--- src/rtl/fa_seq_pkg.sv ---
package fa_seq_pkg;

  typedef enum logic [1:0] {
    OP_ISSUE = 2'b00,
    OP_WAIT  = 2'b01,
    OP_END   = 2'b10,
    OP_ALT   = 2'b11
  } seq_op_e;

  function automatic seq_op_e op_of(input logic [1:0] bits);
    return seq_op_e'(bits);
  endfunction

  function automatic logic op_emits(input seq_op_e op);
    return (op == OP_ISSUE) || (op == OP_ALT);
  endfunction

endpackage

--- src/rtl/fa_seq_imem.sv ---
module fa_seq_imem #(
  parameter int AW = 5,
  parameter int IW = 18
) (
  input  logic          clk,
  input  logic          we,
  input  logic [AW-1:0] waddr,
  input  logic [IW-1:0] wdata,
  input  logic [AW-1:0] raddr,
  output logic [IW-1:0] rdata
);
  localparam int DEPTH = 1 << AW;

  logic [IW-1:0] store [DEPTH];

  always_ff @(posedge clk) begin
    if (we) begin
      store[waddr] <= wdata;
    end
  end

  assign rdata = store[raddr];

endmodule

--- src/rtl/fa_seq_engine.sv ---
module fa_seq_engine
  import fa_seq_pkg::*;
#(
  parameter int AW = 5,
  parameter int IW = 18
) (
  input  logic          clk,
  input  logic          rst_n,
  input  logic          clear,
  input  logic          slot,
  input  logic          dp_busy,
  input  logic [IW-1:0] instr,
  output logic [AW-1:0] pc,
  output logic          halted,
  output logic          issue,
  output logic          stall,
  output logic          end_hit
);
  seq_op_e       op;
  logic          active;
  logic          step;
  logic          en;
  logic [AW-1:0] pc_d;
  logic          halt_d;

  assign op      = op_of(instr[IW-1 -: 2]);
  assign active  = slot && !halted;
  assign issue   = active && op_emits(op);
  assign stall   = active && (op == OP_WAIT) && dp_busy;
  assign end_hit = active && (op == OP_END);
  assign step    = issue || (active && (op == OP_WAIT) && !dp_busy);
  assign en      = clear || step || end_hit;

  always_comb begin
    pc_d   = pc;
    halt_d = halted;
    if (clear) begin
      pc_d   = '0;
      halt_d = 1'b0;
    end else begin
      if (step) begin
        pc_d = pc + 1'b1;
      end
      if (end_hit) begin
        halt_d = 1'b1;
      end
    end
  end

  always_ff @(posedge clk or negedge rst_n) begin
    if (!rst_n) begin
      pc     <= '0;
      halted <= 1'b0;
    end else if (en) begin
      pc     <= pc_d;
      halted <= halt_d;
    end
  end

endmodule

--- src/rtl/fa_seq_merge.sv ---
module fa_seq_merge #(
  parameter int CMD_W = 16
) (
  input  logic             clk,
  input  logic             rst_n,
  input  logic             issue_a,
  input  logic             issue_b,
  input  logic [CMD_W-1:0] pay_a,
  input  logic [CMD_W-1:0] pay_b,
  output logic             cmd_valid,
  output logic [CMD_W-1:0] cmd_word
);
  logic             any_issue;
  logic [CMD_W-1:0] word_d;

  assign any_issue = issue_a || issue_b;
  assign word_d    = issue_a ? pay_a : pay_b;

  always_ff @(posedge clk or negedge rst_n) begin
    if (!rst_n) begin
      cmd_valid <= 1'b0;
    end else begin
      cmd_valid <= any_issue;
    end
  end

  always_ff @(posedge clk or negedge rst_n) begin
    if (!rst_n) begin
      cmd_word <= '0;
    end else if (any_issue) begin
      cmd_word <= word_d;
    end
  end

endmodule

--- src/rtl/fa_cmd_issuer.sv ---
module fa_cmd_issuer #(
  parameter int CMD_W   = 16,
  parameter int IMEM_AW = 5
) (
  input  logic                 clk,
  input  logic                 rst_n,
  input  logic                 init_we,
  input  logic                 init_sel,
  input  logic [IMEM_AW-1:0]   init_addr,
  input  logic [CMD_W+1:0]     init_data,
  input  logic                 start,
  input  logic                 single_mode,
  input  logic                 dp_busy,
  output logic                 cmd_valid,
  output logic [CMD_W-1:0]     cmd_word,
  output logic                 done
);
  localparam int IW   = CMD_W + 2;
  localparam int NSEQ = 2;

  logic [1:0] rst_pipe;
  logic       arst_n;

  always_ff @(posedge clk or negedge rst_n) begin
    if (!rst_n) begin
      rst_pipe <= 2'b00;
    end else begin
      rst_pipe <= {rst_pipe[0], 1'b1};
    end
  end
  assign arst_n = rst_pipe[1];

  logic run_q, done_q, single_q, ph_q;
  logic run_d, done_d, single_d, ph_d;
  logic start_acc, stall_any, finish;

  logic [IMEM_AW-1:0] pc_w     [NSEQ];
  logic [IW-1:0]      instr_w  [NSEQ];
  logic               slot_w   [NSEQ];
  logic               issue_w  [NSEQ];
  logic               stall_w  [NSEQ];
  logic               end_w    [NSEQ];
  logic               halted_w [NSEQ];
  logic               fin_w    [NSEQ];

  assign start_acc = start && !run_q;
  assign slot_w[0] = run_q && !ph_q;
  assign slot_w[1] = run_q && ph_q && !single_q;

  for (genvar g = 0; g < NSEQ; g++) begin : g_seq
    logic mem_we;
    assign mem_we = init_we && !run_q && (init_sel == g[0]);

    fa_seq_imem #(.AW(IMEM_AW), .IW(IW)) u_imem (
      .clk   (clk),
      .we    (mem_we),
      .waddr (init_addr),
      .wdata (init_data),
      .raddr (pc_w[g]),
      .rdata (instr_w[g])
    );

    fa_seq_engine #(.AW(IMEM_AW), .IW(IW)) u_eng (
      .clk     (clk),
      .rst_n   (arst_n),
      .clear   (start_acc),
      .slot    (slot_w[g]),
      .dp_busy (dp_busy),
      .instr   (instr_w[g]),
      .pc      (pc_w[g]),
      .halted  (halted_w[g]),
      .issue   (issue_w[g]),
      .stall   (stall_w[g]),
      .end_hit (end_w[g])
    );

    assign fin_w[g] = halted_w[g] || end_w[g];
  end

  assign stall_any = stall_w[0] || stall_w[1];
  assign finish    = run_q && fin_w[0] && (single_q || fin_w[1]);

  always_comb begin
    run_d    = run_q;
    done_d   = done_q;
    single_d = single_q;
    ph_d     = ph_q;
    if (start_acc) begin
      run_d    = 1'b1;
      done_d   = 1'b0;
      single_d = single_mode;
      ph_d     = 1'b0;
    end else if (run_q) begin
      if (!stall_any) begin
        ph_d = !ph_q;
      end
      if (finish) begin
        run_d  = 1'b0;
        done_d = 1'b1;
      end
    end
  end

  always_ff @(posedge clk or negedge arst_n) begin
    if (!arst_n) begin
      run_q    <= 1'b0;
      done_q   <= 1'b0;
      single_q <= 1'b0;
      ph_q     <= 1'b0;
    end else begin
      run_q    <= run_d;
      done_q   <= done_d;
      single_q <= single_d;
      ph_q     <= ph_d;
    end
  end

  fa_seq_merge #(.CMD_W(CMD_W)) u_merge (
    .clk       (clk),
    .rst_n     (arst_n),
    .issue_a   (issue_w[0]),
    .issue_b   (issue_w[1]),
    .pay_a     (instr_w[0][CMD_W-1:0]),
    .pay_b     (instr_w[1][CMD_W-1:0]),
    .cmd_valid (cmd_valid),
    .cmd_word  (cmd_word)
  );

  assign done = done_q;

endmodule

--- config.mk ---
export PLATFORM = sky130hd
export DESIGN_NAME = fa_cmd_issuer
export DESIGN_NICKNAME = d
export VERILOG_FILES = /design/src/rtl/fa_seq_pkg.sv /design/src/rtl/fa_seq_imem.sv /design/src/rtl/fa_seq_engine.sv /design/src/rtl/fa_seq_merge.sv /design/src/rtl/fa_cmd_issuer.sv
export SDC_FILE = /design/constraint.sdc
export NUM_CORES = 1
export LEC_CHECK = 0
export ABC_AREA = 1
export BUFFER_PORTS_ARGS = -buffer_cell sky130_fd_sc_hd__buf_2
export CAP_MARGIN = 20
export CORE_ASPECT_RATIO = 0.5
export CORE_MARGIN = 2
export CORE_UTILIZATION = 50
export CTS_CLUSTER_DIAMETER = 200
export DETAILED_ROUTE_END_ITERATION = 7
export HOLD_SLACK_MARGIN = 0.05
export PLACE_DENSITY = 0.77
export SYNTH_ARGS = -nofsm -noshare
export SYNTH_HDL_FRONTEND = slang
export SYNTH_SLANG_ARGS = --single-unit
--- constraint.sdc ---
create_clock -name clk -period 2.53 [get_ports clk]
set_input_delay 0.253 -clock clk [delete_from_list [all_inputs] [get_ports clk]]
set_output_delay 0.253 -clock clk [all_outputs]
set_load 0.02 [all_outputs]
==> Word-level counts from Yosys, hierarchy flattened <==
Memories as Yosys holds them, arrays and structs flattened.
Cells that the tools add are included.
{ "totals": {"memories": 2, "output_inout_bits": 18, "mem_bits_rw": 1152, "input_bits": 30, "elab_cells": 99, "ff_bits": 35} }
{ "memory_table": {"columns": ["memory", "depth", "width", "read_ports", "rd_clocked_by_memory_dff", "write_ports", "line_no", "rtl"], "rows": [
  ["g_seq[0].u_imem.store", 32, 18, 1, 0, 1, "fa_seq_imem.sv:14", "logic [IW-1:0] store [DEPTH];"],
  ["g_seq[1].u_imem.store", 32, 18, 1, 0, 1, "fa_seq_imem.sv:14", null]
]} }
{ "op_classes": {"reduce_logical": 54, "bitwise": 1, "add_sub_neg": 2, "n_eq_ne": 7, "n_mux": 22} }
{ "ops": {"columns": ["cell", "n"], "rows": [
  ["$logic_and 1x1->1", 21],
  ["$mux 5", 4],
  ["$mux 1", 17],
  ["$mux 16", 1],
  ["$logic_or 1x1->1", 13],
  ["$reduce_and 2->1", 6],
  ["$reduce_bool 2->1", 6],
  ["$add 5x1->5 const B", 2],
  ["$eq 2x2->1 const B", 4],
  ["$logic_not 1->1", 6],
  ["$eq 2x1->1 const B", 2],
  ["$logic_not 2->1", 2],
  ["$ne 2x1->1 const B", 1],
  ["$not 1->1", 1]
]} }

==> Longest topological paths before layout <==
{ "depth": {"depth_word": 10, "mapped_depth": 20, "mapped_depth_nobuf": 17} }

==> Hierarchy <==
From an unflattened synthesis, not the netlist that was laid out.
{ "unflattened": {"hier_cells": 4216, "area_unflattened_um2": 48866.9} }
{ "by_module_without_submodules": {"columns": ["module", "instances", "seq_area_each_um2", "area_per_inst_um2", "cells_per_inst"], "rows": [
  ["fa_seq_imem", 2, 17296.6, 23487.5, 1991],
  ["fa_seq_engine", 2, 150.1, 406.6, 53],
  ["fa_seq_merge", 1, 425.4, 787.0, 90],
  ["fa_cmd_issuer", 1, 150.1, 291.5, 38]
]} }

==> Least setup slack after synthesis <==
Ideal clock, no wire load.
{ "synth_path": {"path_kind": "reg2reg", "startpoint": "register g_seq[0].u_eng.pc[0]", "endpoint": "register g_seq[0].u_eng.pc[4]", "period_less_slack_ns": 2.457, "stages_incl_launch_ff": 19, "setup_time_ns": 0.137, "t_arrival_ns": 2.320, "path_buffers": 4, "required_time_ns": 2.393, "path_slack_ns": 0.073, "cell_sequence": "dfrtp_1 buf_6 buf_6 buf_6 buf_6 o21ai_0 o21ai_0 o211ai_1 nand2_1 nand2_1 inv_2 ha_1 nand2_2 nand2_1 nand2_1 nor2_1 nand2_1 o21ai_1 a21oi_1"} }
{ "synth_between": {"elab_chain_cells": 8, "word_cells_on_any_way": 18, "cone_classes": "add/sub: 1; eq/ne: 3; mux: 2; reduce/logical: 11; memory: 1"} }
{ "synth_rtl": {"columns": ["element", "line_no", "rtl"], "rows": [
  ["start: declaration", "fa_seq_engine.sv:13", "output logic [AW-1:0] pc,"],
  ["start signal: assignment", "fa_seq_engine.sv:55", "pc <= pc_d;"],
  ["$mem_v2 32x18", null, null],
  ["$eq 2x2->1 (tied with other cells)", "fa_seq_pkg.sv:15", "return (op == OP_ISSUE) || (op == OP_ALT);"],
  ["$logic_or 1x1->1 or $logic_and 1x1->1 (tied branches)", "fa_seq_pkg.sv:15, fa_seq_engine.sv:31", null],
  ["$logic_and 1x1->1, on equally long branches", "fa_seq_engine.sv:28, fa_seq_engine.sv:31", null],
  ["$logic_or 1x1->1", "fa_seq_engine.sv:31", "assign step = issue || (active && (op == OP_WAIT) && !dp_busy);"],
  ["$logic_or 1x1->1 (2 in a row)", "fa_seq_engine.sv:32", "assign en = clear || step || end_hit;"],
  ["$reduce_and 2->1 (no line)", null, null]
]} }
Several ways; a longest one is shown, not always the timed one. The select of a mux whose other input is x is not followed.
A chain may end at the register's enable or synchronous reset.

==> Worst setup path after layout <==
{ "layout_path": {"startpoint": "register g_seq[1].u_eng.pc[0]", "endpoint": "register g_seq[1].u_eng.pc[4]"} }
{ "layout_between": {"elab_chain_cells": 8, "word_cells_on_any_way": 18, "cone_classes": "add/sub: 1; eq/ne: 3; mux: 2; reduce/logical: 11; memory: 1"} }
{ "layout_rtl": {"columns": ["element", "line_no"], "rows": [
  ["start: declaration", "fa_seq_engine.sv:13"],
  ["start signal: assignment", "fa_seq_engine.sv:55"],
  ["$mem_v2 32x18", null],
  ["$eq 2x2->1 (tied with other cells)", "fa_seq_pkg.sv:15"],
  ["$logic_or 1x1->1 or $logic_and 1x1->1 (tied branches)", "fa_seq_pkg.sv:15, fa_seq_engine.sv:31"],
  ["$logic_and 1x1->1, on equally long branches", "fa_seq_engine.sv:28, fa_seq_engine.sv:31"],
  ["$logic_or 1x1->1", "fa_seq_engine.sv:31"],
  ["$logic_or 1x1->1 (2 in a row)", "fa_seq_engine.sv:32"],
  ["$reduce_and 2->1 (no line)", null]
]} }
Several ways; a longest one is shown, not always the timed one. The select of a mux whose other input is x is not followed.

==> summary.md <==
| Metric | Value |
|---|---|
| IO buf count | 47 |
| Post-Route WL | 130000 microns |
| Initial antenna violation count | 6 |
| FF/Latch Area | 0.0355 sq mm |
| TNS Setup | -0.0652 ns |
| Crit path launch type | register |
| Drt first-iter violations | 5213 |
| Syn nets | 4529 |
| Drt via density | 5.65 |
| Leak | 0.0216 uW |
| Site row count | 81 |
| CP Capture Type | register |
| Net count reported at finish | 4646 |
| Mapped Cells | 4493 |
| Synth unique cells | 31 |
| Most frequent cells in the layout | nand2_1 (1465), edfxtp_1 (1152), nand3_1 (553), inv_1 (395), nor2_1 (277) |
| Worst Skew | 0.0212 ns |
| Max_slew headroom | 0.406 |
| CP Class | reg2reg |
| Mux share of post-synthesis cell area | 0 |
| DRC viols | 0 |
| Largest net degree at the start of global routing | 86 |
| Mapped Area | 0.0497 sq mm |
| WHS Endpoint | g_seq[1].u_imem.store[24][10]$_DFFE_PP_ |
| Min-delay src | init_data[10] |
| CTS buffer count | 102 |
| Most used routing layer | met2 |
| I/O pin total | 48 |
| Final RePlAce weighted congestion | 0.955 |
| Worst Reg-to-Reg Cells | 14 |
| Worst vdd ir | 0.617 mV |
| Layout cells sized above 1 | 0.104 |
| Routing usage on met2 | 0.389 |
| DR vias | 34000 |
| Compound-Gate Fraction of Synth Area | 0.0297 |
| R2r endpoint | g_seq[1].u_eng.pc[4]$_DFFE_PN0P_ |
| Vias in the first global route | 32100 |
| Final worst slack | -0.0339 ns |
| M1 GR Usage | 0.356 |
| Worst reg2reg setup slack | -0.03 ns |
| FF+latch count, synth | 1187 |
| Final setup viols | 3 |
| Latest clock arrival within the worst-skew pair | 0.71 ns |
| Min Tclk post-route | 2.56 ns |
| Pins over their slew limit | 0 |
| Largest family of logic cells by synthesized area | simple AND/OR/NAND/NOR gates |
| Final ANT Viol Nets | 0 |
| Fillers | 7667 |
| Clk root buf | clkbuf_16 |
| CTS tree | done |
| GRT Residual Overflow | 0 |
| PD cells | 957 mW/mm^2 |
| Core Region | 0.0981 sq mm |
| Met3 Use GR | 0.0540 |
| RSZ-0062 raised after global routing | true |
| Simple-Gate Fraction of Synth Area | 0.197 |
| Hold path cells | 2 |
| Final Hold Fails | 0 |
| Initial Util | 0.507 |
| Syn. warnings | 0 |
| Failing checks | negative setup slack |
| Sinks on Clock Net | 1187 |
| Syn avg cell area | 11.1 sq um |
| All-Layer GR Usage | 0.253 |
| Fmax | 0.390 GHz |
| Synth Area in XOR/XNOR | 0 |
| Post-DP HPWL | 76900 microns |
| Die area | 0.102 sq mm |
| H-tree Lvls | 3 |
| Pre-CTS setup slack | -0.226 ns |
| CP required | 3.17 ns |
| Tcrit/Tclk final | 1.01 |
| First-pass GRT wire length | 195000 microns |
| Outcome | complete, but fails checks |
| Die span in x | 450 microns |
| Die Ht | 227 microns |
| Synth Area in Adders | 0.00151 |
| CP max FO | 18 |
| Worst EP arrival | 3.20 ns |
| Slew at the pin closest to its max-slew limit | 0.891 ns |
| Sequential share of the synthesized area | 0.714 |
| Area of the multi-input gates | 0.0116 sq mm |
| Max-cap violation count | 0 |
| Area delta synth->final | 12.3% |
| Clk slew on worst S/H paths | 0.06 ns |
| Per-cell routed wire length | 21.6 microns |
| Pre-Repair DR Iteration Count | 5 |
| Worst hold path class | in2reg |
| RR Startpoint | g_seq[1].u_eng.pc[0]$_DFFE_PN0P_ |
| Max clock buf depth | 3 |
| Most common cell after layout, fill and taps aside | nand2_1 |
state kept, by name (all words and copies together) (netlist names):
register / cells
g_seq.u_imem.store: 1152
u_merge.cmd_word: 16
g_seq.u_eng.pc: 10
g_seq.u_eng.halted: 2
rst_pipe: 2
done: 1
ph_q: 1
run_q: 1
single_q: 1
u_merge.cmd_valid: 1
cell usage after synthesis:
cell type / n / area share
edfxtp_1: 1152 / 0.70
conb_1: 1 / 0.000075
buf_2: 130 / 0.013
o21ai_0: 97 / 0.0098
nor3_2: 1 / 0.00020
inv_2: 12 / 0.00091
o21ai_1: 10 / 0.0010
dfrtp_1: 35 / 0.018
nand3b_1: 1 / 0.00015
buf_6: 21 / 0.0048
o22ai_1: 18 / 0.0023
nor3_1: 12 / 0.0012
buf_4: 30 / 0.0045
o21ai_2: 1 / 0.00018
nor3_4: 1 / 0.00033
clkbuf_1: 44 / 0.0033
nor2_4: 1 / 0.00023
nor2_1: 308 / 0.023
clkinv_1: 1 / 0.000075
ha_1: 6 / 0.0015
nand2_2: 2 / 0.00025
o221ai_1: 2 / 0.00035
inv_4: 2 / 0.00025
buf_1: 20 / 0.0015
a21oi_1: 66 / 0.0066
nand4_1: 5 / 0.00063
and3_1: 14 / 0.0018
nand2_1: 1473 / 0.11
nand3_1: 568 / 0.057
o211ai_1: 63 / 0.0095
inv_1: 396 / 0.030
metal layers:
metal / share of wire / vias to the layer above
li1: - / 15300
met1: 0.39 / 16400
met2: 0.46 / 2073
met3: 0.12 / 234
met4: 0.032 / 2
met5: 0.00010 / -
worst max-delay path by stage:
| stage | from | endpoint | slack (ns) | cells after the start |
|---|---|---|---|---|
| floorplan | g_seq[0].u_eng.pc[0]$_DFFE_PN0P_ | g_seq[0].u_eng.pc[4]$_DFFE_PN0P_ | 0.07 | 18 |
| global placement | g_seq[0].u_eng.pc[0]$_DFFE_PN0P_ | u_merge.cmd_word[1]$_DFFE_PN0P_ | -0.18 | 16 |
| detailed placement | g_seq[0].u_eng.pc[0]$_DFFE_PN0P_ | u_merge.cmd_word[12]$_DFFE_PN0P_ | -0.23 | 13 |
| CTS | g_seq[0].u_eng.pc[0]$_DFFE_PN0P_ | u_merge.cmd_word[12]$_DFFE_PN0P_ | -0.01 | 17 |
| global route | g_seq[0].u_eng.pc[0]$_DFFE_PN0P_ | g_seq[0].u_eng.pc[3]$_DFFE_PN0P_ | -0.16 | 17 |
| finish | g_seq[1].u_eng.pc[0]$_DFFE_PN0P_ | g_seq[1].u_eng.pc[4]$_DFFE_PN0P_ | -0.03 | 14 |
final cells by class:
cell class | count | area share
Tap cell | 1328 | 0.0298
Sequential cell | 1187 | 0.636
Timing Repair Buffer | 256 | 0.0403
Multi-Input combinational cell | 2650 | 0.208
Antenna cell | 4 | 0.000179
Timing Repair inverter | 2 | 0.000448
Clock buffer | 120 | 0.0481
Inverter | 411 | 0.0288
Clock inverter | 61 | 0.00820
power by group:
| group | switching [uW] | leakage (uW) | internal, uW |
|---|---|---|---|
| Clock | 6980 | 0.00155 | 8160 |
| Combinational | 11100 | 0.00929 | 4950 |
| Sequential | 418 | 0.0108 | 21900 |
| Total | 18500 | 0.0216 | 35000 |
critical path, stage by stage (launching register included):
cell,delay (ns)
dfrtp_4,0.58
buf_12,0.20
buf_4,0.19
nor2_1,0.15
o22ai_2,0.11
nand2_1,0.08
nand4_1,0.13
nand2_2,0.12
ha_4,0.12
nand2_1,0.09
o21ai_4,0.26
nand3_2,0.13
o21ai_2,0.15
nand2_1,0.08
nor2_1,0.09
cell families (layout without fill, tap and decap cells):
| logic type | after synthesis | count (layout) |
|---|---|---|
| other | 1 | 5 |
| buffers and inverters | 656 | 850 |
| AO/OA/AOI/OAI | 257 | 257 |
| flip-flops | 1187 | 1187 |
| adder cells (fa/ha/maj) | 6 | 6 |
| AND/OR/NAND/NOR | 2386 | 2386 |
what timing repair did:
item                                    CTS  global route
resized for setup                        26            98
hold endpoints to repair                 33             0
pin swaps                                 6            29
hold buffers                              6             0
buffers inserted                          8             5
cloned                                    1             5
endpoints found under the setup margin   24            30
through the flow:
step           std cells  hold slack [ns]  power [uW]  area (sq um)  utilization
5_1_grt             6019           0.0579       55700         55800        0.569
3_5_place_dp        5809           0.0396       37000         51900        0.529
3_3_place_gp        5809           0.0378       36600         51900        0.529
6_report            6019           0.0843       53400         55800        0.569
2_1_floorplan       4493          -0.0426       32500         49700            -
4_1_cts             6005           0.0509       52200         55300        0.564
Note: power is estimated with default switching activity, not from simulation.
